File: src/rtl/trace_readout_ctrl.sv
module trace_readout_ctrl #(
  parameter int DEPTH  = 64,
  parameter int LINE_W = 20,
  parameter int WORD_W = 16,
  localparam int AW    = (DEPTH > 1) ? $clog2(DEPTH) : 1,
  localparam int HI_W  = LINE_W - WORD_W
) (
  input  logic              clk,
  input  logic              rst_n,
  input  logic              host_rd,
  input  logic              host_wr,
  input  logic              host_addr0,
  input  logic              host_wide,
  input  logic              armed,
  input  logic              trace_en,
  input  logic              secured,
  input  logic [AW-1:0]     wr_ptr,
  input  logic              rollover,
  input  logic [LINE_W-1:0] ram_rdata,
  output logic [WORD_W-1:0] rd_data,
  output logic [AW-1:0]     ram_addr
);

  logic          locked;
  logic          hi;
  logic [AW-1:0] ptr;

  wire           aligned = host_wide & ~host_addr0;
  wire           restart = host_wr & aligned & ~armed;
  wire           allowed = ~armed & trace_en & ~secured & ~locked;
  wire           rd_ok   = host_rd & aligned & allowed & ~restart;
  wire [AW-1:0]  oldest  = rollover ? wr_ptr : '0;
  wire           last    = (ptr == AW'(DEPTH - 1));
  wire [AW-1:0]  ptr_nxt = last ? '0 : ptr + 1'b1;

  wire [WORD_W-1:0] word_lo = ram_rdata[WORD_W-1:0];
  wire [WORD_W-1:0] word_hi = {{(WORD_W-HI_W){1'b0}}, ram_rdata[LINE_W-1:WORD_W]};

  assign ram_addr = ptr;

  always_ff @(posedge clk or negedge rst_n) begin
    if (!rst_n) begin
      locked  <= 1'b1;
      hi      <= 1'b0;
      ptr     <= '0;
      rd_data <= '0;
    end else begin
      if (armed)        locked <= 1'b1;
      else if (restart) locked <= 1'b0;

      if (restart) begin
        ptr <= oldest;
        hi  <= 1'b0;
      end else if (rd_ok) begin
        hi <= ~hi;
        if (hi) ptr <= ptr_nxt;
      end

      if (host_rd) rd_data <= rd_ok ? (hi ? word_hi : word_lo) : '0;
    end
  end

  AST_ARMED_ZERO: assert property (@(posedge clk) disable iff (!rst_n)
    host_rd && armed && !host_wr |=> rd_data == '0 && $stable(ram_addr));
  AST_BAD_ACCESS: assert property (@(posedge clk) disable iff (!rst_n)
    host_rd && !host_wr && (!host_wide || host_addr0) |=> rd_data == '0 && $stable(ram_addr));
  AST_SECURE_BLOCK: assert property (@(posedge clk) disable iff (!rst_n)
    host_rd && !host_wr && (secured || !trace_en) |=> rd_data == '0 && $stable(ram_addr));
  AST_LOW_HOLD: assert property (@(posedge clk) disable iff (!rst_n)
    rd_ok && !hi |=> $stable(ram_addr));
  AST_WRAP: assert property (@(posedge clk) disable iff (!rst_n)
    rd_ok && hi && last |=> ram_addr == '0);
  AST_REWIND: assert property (@(posedge clk) disable iff (!rst_n)
    restart |=> ram_addr == ($past(rollover) ? $past(wr_ptr) : '0));
  AST_LOCKED_ZERO: assert property (@(posedge clk) disable iff (!rst_n)
    host_rd && locked && !restart |=> rd_data == '0);

endmodule

File: config.mk
export PLATFORM = sky130hd
export DESIGN_NAME = trace_readout_ctrl
export DESIGN_NICKNAME = d
export VERILOG_FILES = /design/src/rtl/trace_readout_ctrl.sv
export SDC_FILE = /design/constraint.sdc
export NUM_CORES = 1
export LEC_CHECK = 0
export BUFFER_PORTS_ARGS = -buffer_cell sky130_fd_sc_hd__buf_4
export CAP_MARGIN = 15
export CORE_ASPECT_RATIO = 0.5
export CORE_MARGIN = 2
export CORE_UTILIZATION = 42
export CTS_BUF_LIST = sky130_fd_sc_hd__clkbuf_4
export DETAILED_ROUTE_END_ITERATION = 6
export HOLD_SLACK_MARGIN = 0.08
export PLACE_DENSITY_LB_ADDON = 0.25
export SLEW_MARGIN = 20
export SYNTH_ARGS = -nofsm -noshare
export SYNTH_HDL_FRONTEND = slang
export SYNTH_SLANG_ARGS = --single-unit
File: constraint.sdc
create_clock -name clk -period 1.65 [get_ports clk]
set_input_delay 0.2475 -clock clk [delete_from_list [all_inputs] [get_ports clk]]
set_output_delay 0.2475 -clock clk [all_outputs]
set_load 0.02 [all_outputs]
==> results of run 1 <==
cells by family (layout without fill, tap and decap cells):
logic type / count (synthesis) / in the layout / share of synthesized area
compound gates: 34 / 34 / 0.223
fa+ha+maj: 1 / 1 / 0.0109
simple gates: 25 / 26 / 0.146
xor+xnor: 1 / 1 / 0.00762
flops: 24 / 24 / 0.523
buf+inv: 8 / 73 / 0.0446
mux: 5 / 5 / 0.0446
critical path, delay by kind of cell (launching register included):
kind	cells	cell delay [ps]
AO/OA/AOI/OAI	1	150
AND/OR/NAND/NOR	2	940
buffers and inverters	1	180
flip-flops	1	400
repair_timing:
action | 4_1_cts | 5_1_grt
hold buffers | 1 | 0
setup buffers | 0 | 0
pin swaps | 8 | 5
hold endpoints to repair | 24 | 0
setup endpoints to repair | 19 | 21
resized for setup | 8 | 6
cloned | 1 | 0
worst max-delay path by stage:
stage / from / end / slack (ps) / cells after the start
3_5_place_dp: host_addr0 / rd_data[13] / -200 / 5
4_1_cts: locked / rd_data[1] / -90 / 4
2_1_floorplan: locked / rd_data[10] / -170 / 7
3_3_place_gp: host_addr0 / rd_data[12] / -170 / 5
5_1_grt: locked / rd_data[9] / -120 / 4
6_report: locked / rd_data[1] / -90 / 4
per-layer routing:
| metal | wire, um | vias up |
|---|---|---|
| li1 | - | 510 |
| met1 | 1210 | 502 |
| met2 | 1510 | 32 |
| met3 | 139 | 0 |
| met4 | 0 | 0 |
| met5 | 0 | - |
cells in the mapped netlist (all sizes together), types with 3 or more instances:
master and instances:
clkbuf 3, a21oi 5, a22o 12, mux2i 4, o21ai 5, dfrtp 23, buf 4, nor2 4
nand3 7, o2bb2ai 4
layout make-up:
type / instances / area, um2 / share of cell area
clock buffer: 3 / 22.5 / 0.0126
clock inverter: 1 / 30.0 / 0.0168
inverter: 1 / 3.75 / 0.00210
multi-input combinational: 67 / 556 / 0.311
sequential: 24 / 602 / 0.337
tap: 37 / 46.3 / 0.0259
timing repair buffer: 68 / 524 / 0.294
power breakdown:
part | switching, mW | total (mW) | leakage (nW) | internal [mW]
combinational | 0.256 | 0.518 | 0.503 | 0.262
sequential | 0.0728 | 0.719 | 0.319 | 0.646
clock | 0.179 | 0.424 | 0.0279 | 0.246
state kept, by name, summed over array words and instances, names as in the netlist:
name,cells
locked,1
hi,1
ram_addr,6
rd_data,16
metrics by stage:
step           setup WS [ps]  power (mW)  utilization  hold slack [ps]
6_report               -86.3        1.66        0.686              132
5_1_grt                 -121        1.75        0.686              111
4_1_cts                -85.8        1.65        0.675              120
3_5_place_dp            -198        1.21        0.635              158
3_3_place_gp            -173        1.19        0.635              166
2_1_floorplan           -169       0.943            -            -48.1
==> results.py, run 1 <==
metrics = {
    "outcome": {
        "status": "complete, but fails checks",
        "violations": "setup timing",
    },
    "cells_and_area": {
        "drive_gt1_frac": 0.518,
        "areaGrowthSynthToFinish_pct": 55.2,
        "layout_common_cells": "buf_4, dfrtp_1, a22o_1, nand3_1",
        "fin_area_um2": 1780,
        "final_common_cell": "buf_4",
        "diodes": 0,
        "instances_no_fill": 201,
        "nets": 202,
        "nFillCells": 216,
    },
    "critical_path": {
        "r2r_start": "locked",
        "crit_fanout": 4,
        "rr_worst_depth": 4,
        "r2r-end": "rd_data[1]",
        "cp-end-kind": "register",
        "crit_required_ps": 1900,
        "cpPeakStageDelay_ps": 490,
        "cp-start-kind": "register",
        "slowest_stage": "or4b_4",
        "arrival_ps": 1980,
        "path_cells": "or4b_4 > or3_4 > buf_4 > o2bb2ai_1",
        "crit_type": "register to register",
        "r2r_slack_ps": -90,
    },
    "floorplan": {
        "num_rows": 13,
        "core_area_um2": 2600,
        "ios": 58,
        "die_h_um": 41,
        "die_w_um": 78.0,
        "start_util": 0.442,
        "fp.dieArea_um2": 3200,
    },
    "cts": {
        "clk-insertion-delay-late_ps": 320,
        "cts_root_buffer": "clkbuf_4",
        "cts_tree": "yes",
        "cts.htree.levels": 1,
        "tritoncts.num_buffers": 3,
        "cts.sinks": 24,
        "clk_pin_slew_ps": 130,
        "clk_path_buf_depth": 2,
    },
    "drt": {
        "drc": 0,
        "vias_per_cell": 5.19,
        "post_drt_wl_per_cell_um": 14.2,
        "ant_nets": 0,
        "drt-pass1-iter-count": 4,
        "postRouteWirelength_um": 2860,
        "vias": 1044,
        "drt_iter0_drc": 65,
    },
    "global_routing": {
        "grt_util_all_layers": 0.181,
        "grt_use_met1": 0.223,
        "grt.met2_usage": 0.360,
        "grt_first_pass_wirelength_um": 4380,
        "grtUsageMet3": 0.0396,
        "grt.overflow.total": 0,
        "antenna_found_initial": 0,
        "grt_max_degree": 25,
        "grt_pass1_vias": 961,
        "busiest_layer": "met2",
    },
    "power_and_ir_drop": {
        "worst_ir_drop_vdd_mv": 0.576,
        "p_per_area_nw_per_um2": 931,
        "leakage_nw": 0.850,
    },
    "synth": {
        "synth_cell_types": 35,
        "ys_seq_area_frac": 0.523,
        "synth_top_flop_cell": "dfrtp_1",
        "synth_edf_count": 0,
        "ys_seq_elements": 24,
        "synth_top_cell_by_area": "dfrtp_1",
        "async_reset_ff_frac": 1.00,
        "synth_fp_nets": 135,
        "ys.warnings.count": 0,
        "yosys-top-cells-area": "dfrtp_1, a22o_1, mux2i_1",
        "synth_top_area_frac": 0.501,
        "postSynthCellCount": 98,
        "netlist_area_um2": 1150,
        "avgSynthCellArea_um2": 11.7,
    },
    "sta": {
        "period_share": 1.05,
        "hold_viol": 0,
        "fin_worst_skew_ps": 6.50,
        "rsz0062_at_grt": "true",
        "slew_headroom": 0.672,
        "setup_viol": 18,
        "min_period_ps": 1740,
        "setup_ws_ps": -86.3,
        "tightest_slew_ps": 492,
        "fmax_mhz": 576,
        "setup_tns_ps": -921,
        "slew_violations": 0,
    },
    "worst_hold_path": {
        "worstHoldStart": "ram_rdata[8]",
        "hp-class": "input pin to register",
        "hold_depth": 2,
        "whs_endpoint": "rd_data[8]",
    },
    "placed_design": {
        "dpl.cell_count": 195,
        "post_dp_cell_area_um2": 1650,
        "hpwl_um": 2060,
        "place_congestion": 0.785,
        "portBuffers": 57,
    },
    "run": {
        "maxCapViolations": 0,
    },
}
Power figures use the tool's default switching activity.
==> run 2: changes to the inputs <==
--- a/config.mk
+++ b/config.mk
@@ -7,7 +7,7 @@
 export LEC_CHECK = 0
 export BUFFER_PORTS_ARGS = -buffer_cell sky130_fd_sc_hd__buf_4
 export CAP_MARGIN = 15
-export CORE_ASPECT_RATIO = 0.5
+export CORE_ASPECT_RATIO = 2
 export CORE_MARGIN = 2
 export CORE_UTILIZATION = 42
 export CTS_BUF_LIST = sky130_fd_sc_hd__clkbuf_4
==> run 2 against run 1 <==
Net effect:
- the flow still finishes with violations (setup timing)
- first-iteration DRC count decreased by 57%
- clock-buffer cell count increased by 1
- worst hold slack improved by 17 ps
- non-clock buffer count increased by 1
- flip-flop and latch count unchanged
- clock power decreased by 36%
- sequential share of layout area increased by 1.1 points
- clock skew decreased by 2.1 ps
- global-route usage increased by 2.0 points
==> results.py, run 2 (synthesized netlist as in run 1, its figures left out) <==
metrics = {
    "outcome": {
        "status": "complete, but fails checks",
        "violations": "setup timing",
    },
    "sta": {
        "min_period_ps": 1720,
        "slew_headroom": 0.678,
        "fin_worst_skew_ps": 4.40,
        "setup_viol": 17,
        "slew_violations": 0,
        "hold_ws_ps": 149,
        "fmax_mhz": 583,
        "period_share": 1.04,
        "setup_ws_ps": -65.2,
        "rsz0062_at_grt": "true",
        "hold_viol": 0,
        "tightest_slew_ps": 482,
        "setup_tns_ps": -866,
    },
    "worst_hold_path": {
        "whs_endpoint": "rd_data[11]",
        "hp-class": "input pin to register",
        "hold_depth": 2,
        "worstHoldStart": "ram_rdata[11]",
    },
    "critical_path": {
        "path_cells": "or4b_4 > or3_4 > nor2_8 > a22o_1",
        "r2r_start": "locked",
        "cpPeakStageDelay_ps": 500,
        "slowest_stage": "or4b_4",
        "cp-start-kind": "register",
        "cp-end-kind": "register",
        "rr_worst_depth": 4,
        "r2r_slack_ps": -70,
        "crit_fanout": 12,
        "arrival_ps": 1960,
        "r2r-end": "rd_data[4]",
        "crit_type": "register to register",
        "crit_required_ps": 1900,
    },
    "cts": {
        "clk_pin_slew_ps": 120,
        "cts.htree.levels": 1,
        "cts_tree": "yes",
        "clk-insertion-delay-late_ps": 300,
        "clk_path_buf_depth": 2,
        "tritoncts.num_buffers": 3,
        "post_cts.repair.setup_buffers": 0,
        "cts_root_buffer": "clkbuf_4",
        "cts.sinks": 24,
    },
    "power_and_ir_drop": {
        "p_switching_mw": 0.489,
        "power.share.clock": 0.181,
        "sequentialPowerShare": 0.476,
        "p_int_mw": 1.00,
        "swShare": 0.327,
        "worst_ir_drop_vdd_mv": 0.736,
        "p_per_area_nw_per_um2": 865,
        "pwr-share-comb": 0.342,
        "leakage_nw": 0.847,
        "p_total_mw": 1.49,
    },
    "cells_and_area": {
        "fin_area_um2": 1730,
        "areaGrowthSynthToFinish_pct": 50.2,
        "diodes": 0,
        "drive_gt1_frac": 0.500,
        "top_register": "rd_data",
        "layout_common_cells": "buf_4, dfrtp_1, a22o_1, nand3_1",
        "largest_reg_flops": 16,
        "instances_no_fill": 192,
        "nets": 202,
        "final_common_cell": "buf_4",
    },
    "drt": {
        "post_drt_wl_per_cell_um": 15.7,
        "drt-pass1-iter-count": 4,
        "drc": 0,
        "postRouteWirelength_um": 3010,
        "vias_per_cell": 5.58,
        "ant_nets": 0,
        "drt_iter0_drc": 28,
        "vias": 1072,
    },
    "floorplan": {
        "die_w_um": 41,
        "num_rows": 26,
        "start_util": 0.447,
        "die_h_um": 78.0,
        "fp.dieArea_um2": 3200,
        "ios": 58,
        "core_area_um2": 2570,
    },
    "global_routing": {
        "grt.overflow.total": 0,
        "grt_first_pass_wirelength_um": 4510,
        "grt_util_all_layers": 0.201,
        "grt_max_degree": 25,
        "grt_pass1_vias": 1088,
        "antenna_found_initial": 0,
    },
    "run": {
        "maxCapViolations": 0,
    },
    "placed_design": {
        "dpl.cell_count": 187,
        "post_dp_cell_area_um2": 1650,
        "hpwl_um": 2340,
        "portBuffers": 57,
        "place_congestion": 0.702,
    },
}
-- run 2: changes by cell type in the layout (fill, tap and decap cells not counted), sizes merged --
| cell | delta |
|---|---|
| bufinv | -1 |
| buf | +1 |
| clkbuf | +1 |
| nor2 | -1 |
-- run 2: worst max-delay path, delay by kind of cell (launching register included) --
| family | cells | cell delay, ps |
|---|---|---|
| compound gates | 1 | 160 |
| flops | 1 | 390 |
| simple gates | 3 | 1110 |
-- run 2: worst max-delay path by stage --
stage                     startpoint          end  slack [ps]  depth (start not counted)
after floorplan               locked  rd_data[10]        -170                          7
after global placement    host_addr0   rd_data[7]        -210                          5
after detailed placement  host_addr0  rd_data[14]        -240                          5
after CTS                     locked   rd_data[4]         -70                          4
after global routing          locked  rd_data[10]        -140                          4
final                         locked   rd_data[4]         -70                          4
-- run 2: through the flow --
step                worst slack, ps   util
global route                   -141  0.672
global placement               -212  0.641
CTS                           -68.2  0.666
detailed placement             -244  0.641
floorplan                      -169      -
finish                        -65.2  0.672
-- run 2: per-layer routing --
layer	track usage	part of all wire	up-vias
met4	0.0700	0.011	0
li1	-	-	508
met1	0.203	0.35	512
met3	0.0200	0.058	4
met5	0	0	-
met2	0.373	0.58	48
-- run 2: cell type report --
class,count,area (um2)
fillers,216,843
repair buffers,69,520
multi-input cells,66,536
clock buffers,4,30.0
well taps,28,35.0
flip-flops and latches,24,602
inverters,1,3.75
-- run 2: power by group through the flow --
stage	logic [mW]	clock network [mW]	registers [mW]
CTS	0.497	0.287	0.708
global placement	0.473	0	0.713
detailed placement	0.486	0	0.719
finish	0.511	0.271	0.712
global route	0.553	0.308	0.721
floorplan	0.144	0	0.799
-- run 2: what timing repair did --
action | CTS | global route
endpoints found under the setup margin | 21 | 22
endpoints found under the hold margin | 23 | 0
hold buffers | 1 | 0
resized for setup | 4 | 2
==> run 3: changes to the inputs <==
--- a/config.mk
+++ b/config.mk
@@ -7,9 +7,8 @@
 export LEC_CHECK = 0
 export BUFFER_PORTS_ARGS = -buffer_cell sky130_fd_sc_hd__buf_4
 export CAP_MARGIN = 15
-export CORE_ASPECT_RATIO = 2
 export CORE_MARGIN = 2
-export CORE_UTILIZATION = 42
+export CORE_UTILIZATION = 50
 export CTS_BUF_LIST = sky130_fd_sc_hd__clkbuf_4
 export DETAILED_ROUTE_END_ITERATION = 6
 export HOLD_SLACK_MARGIN = 0.08
==> constraint.sdc (replaced) <==
create_clock -name clk -period 2 [get_ports clk]
set_input_delay 0.3 -clock clk [delete_from_list [all_inputs] [get_ports clk]]
set_output_delay 0.3 -clock clk [all_outputs]
set_load 0.02 [all_outputs]
==> run 3 against run 2 <==
Net effect:
- the flow now finishes without violations
- clock-buffer cell count fell by 1
- sequential power down 14%
- worst hold slack improved by 33 ps
- global-route usage up 1.7 points
- largest cell class unchanged
==> results.py, run 3 (synthesized netlist as in run 1, its figures left out) <==
metrics = {
    "floorplan": {
        "ios": 58,
        "core_area_um2": 2190,
        "die_h_um": 52.0,
        "num_rows": 17,
        "start_util": 0.525,
        "fp.dieArea_um2": 2700,
        "die_w_um": 52.0,
    },
    "drt": {
        "postRouteWirelength_um": 2740,
        "vias": 1063,
        "drt_iter0_drc": 21,
        "drt-pass1-iter-count": 4,
        "drc": 0,
        "vias_per_cell": 5.75,
        "ant_nets": 0,
        "post_drt_wl_per_cell_um": 14.8,
    },
    "sta": {
        "setup_viol": 0,
        "period_share": 0.928,
        "rsz0062_at_grt": "false",
        "slew_violations": 0,
        "fmax_mhz": 539,
        "hold_viol": 0,
        "slew_headroom": 0.684,
        "min_period_ps": 1860,
        "tightest_slew_ps": 474,
        "fin_worst_skew_ps": 6.90,
        "setup_tns_ps": 0,
    },
    "critical_path": {
        "cp-start-kind": "register",
        "crit_fanout": 12,
        "arrival_ps": 2120,
        "r2r-end": "rd_data[7]",
        "slowest_stage": "or4b_1",
        "rr_worst_depth": 4,
        "cpPeakStageDelay_ps": 520,
        "cp-end-kind": "register",
        "critPathTopFamily": "simple AND/OR/NAND/NOR gates",
        "path_cells": "or4b_1 > or3_1 > nor2_8 > a22o_1",
        "critPathLaunch": "locked",
        "crit_type": "register to register",
        "r2r_start": "locked",
        "r2r_slack_ps": 140,
        "path_buf_inv": 0,
        "crit_required_ps": 2270,
    },
    "global_routing": {
        "grt_pass1_vias": 951,
        "grt_util_all_layers": 0.218,
        "grt.overflow.total": 0,
        "grt_first_pass_wirelength_um": 4410,
        "antenna_found_initial": 0,
        "grt_max_degree": 25,
    },
    "worst_hold_path": {
        "worstHoldStart": "ram_rdata[8]",
        "hp-class": "input pin to register",
        "hold_depth": 2,
        "whs_endpoint": "rd_data[8]",
    },
    "placed_design": {
        "portBuffers": 57,
        "hpwl_um": 2060,
        "post_dp_cell_area_um2": 1600,
        "place_congestion": 0.812,
    },
    "cts": {
        "cts.htree.levels": 1,
        "cts_resized": 0,
        "cts_tree": "yes",
        "clk-insertion-delay-late_ps": 320,
        "clk_pin_slew_ps": 130,
        "clk_path_buf_depth": 2,
        "cts_root_buffer": "clkbuf_4",
        "cts.sinks": 24,
        "tritoncts.num_buffers": 3,
    },
    "power_and_ir_drop": {
        "swShare": 0.303,
        "p_int_mw": 0.906,
        "sequentialPowerShare": 0.473,
        "p_switching_mw": 0.394,
        "p_total_mw": 1.30,
        "leakage_nw": 0.800,
        "pwr-share-comb": 0.259,
        "power.share.clock": 0.267,
        "worst_ir_drop_vdd_mv": 0.593,
        "p_per_area_nw_per_um2": 784,
    },
    "cells_and_area": {
        "final_common_cell": "buf_4",
        "largest_reg_flops": 16,
        "top_register": "rd_data",
        "drive_gt1_frac": 0.446,
        "areaGrowthSynthToFinish_pct": 44.2,
        "diodes": 0,
        "nets": 195,
        "fin_area_um2": 1660,
        "layout_common_cells": "buf_4, dfrtp_1, a22o_1, nand3_1",
    },
    "run": {
        "maxCapViolations": 0,
    },
    "outcome": {
        "status": "completed",
    },
}
run 3: worst reg2reg max path: cells and delay by family, from the launching register on:
| family | cells | cell delay, ps |
|---|---|---|
| compound gates | 1 | 160 |
| flops | 1 | 390 |
| simple gates | 3 | 1260 |
run 3: power by group through the flow:
stage / clock, mW / combinational [mW] / sequential, mW
after global placement: 0 / 0.324 / 0.617
final: 0.348 / 0.337 / 0.615
after CTS: 0.358 / 0.339 / 0.613
after detailed placement: 0 / 0.336 / 0.623
after floorplan: 0 / 0.118 / 0.659
after global routing: 0.374 / 0.366 / 0.626
run 3: layout make-up:
cell class,count,area (um2)
repair buffers,62,468
clock buffers,3,22.5
well taps,28,35.0
clock inverters,1,30.0
flip-flops and latches,24,602
multi-input cells,66,497
fillers,151,533
inverters,1,3.75
run 3: metrics by stage:
step	hold WS, ps	std cells	setup slack (ps)	util
2_1_floorplan	4.41	98	171	-
3_3_place_gp	211	180	95.2	0.728
3_5_place_dp	211	180	75.2	0.728
4_1_cts	176	185	139	0.757
5_1_grt	172	185	50.3	0.757
6_report	182	185	144	0.757
run 3: how the worst max path moves through the flow:
stage                       end  slack [ps]  cells past startpoint
finish               rd_data[7]         140                      4
global route         rd_data[6]          50                      4
CTS                 ram_addr[3]         140                      4
detailed placement  rd_data[11]          80                      5
global placement    ram_addr[0]         100                      6
floorplan           rd_data[10]         170                      7
run 3: what timing repair did:
item,4_1_cts,5_1_grt
hold endpoints to repair,23,0
hold buffers,1,0
setup buffers,0,0
run 3: routing by layer:
layer | global-route usage | vias to the layer above | share of wire
met1 | 0.302 | 511 | 0.43
met5 | 0 | - | 0
met3 | 0.0287 | 2 | 0.073
li1 | - | 496 | -
met4 | 0.0570 | 0 | 0.011
met2 | 0.359 | 54 | 0.49
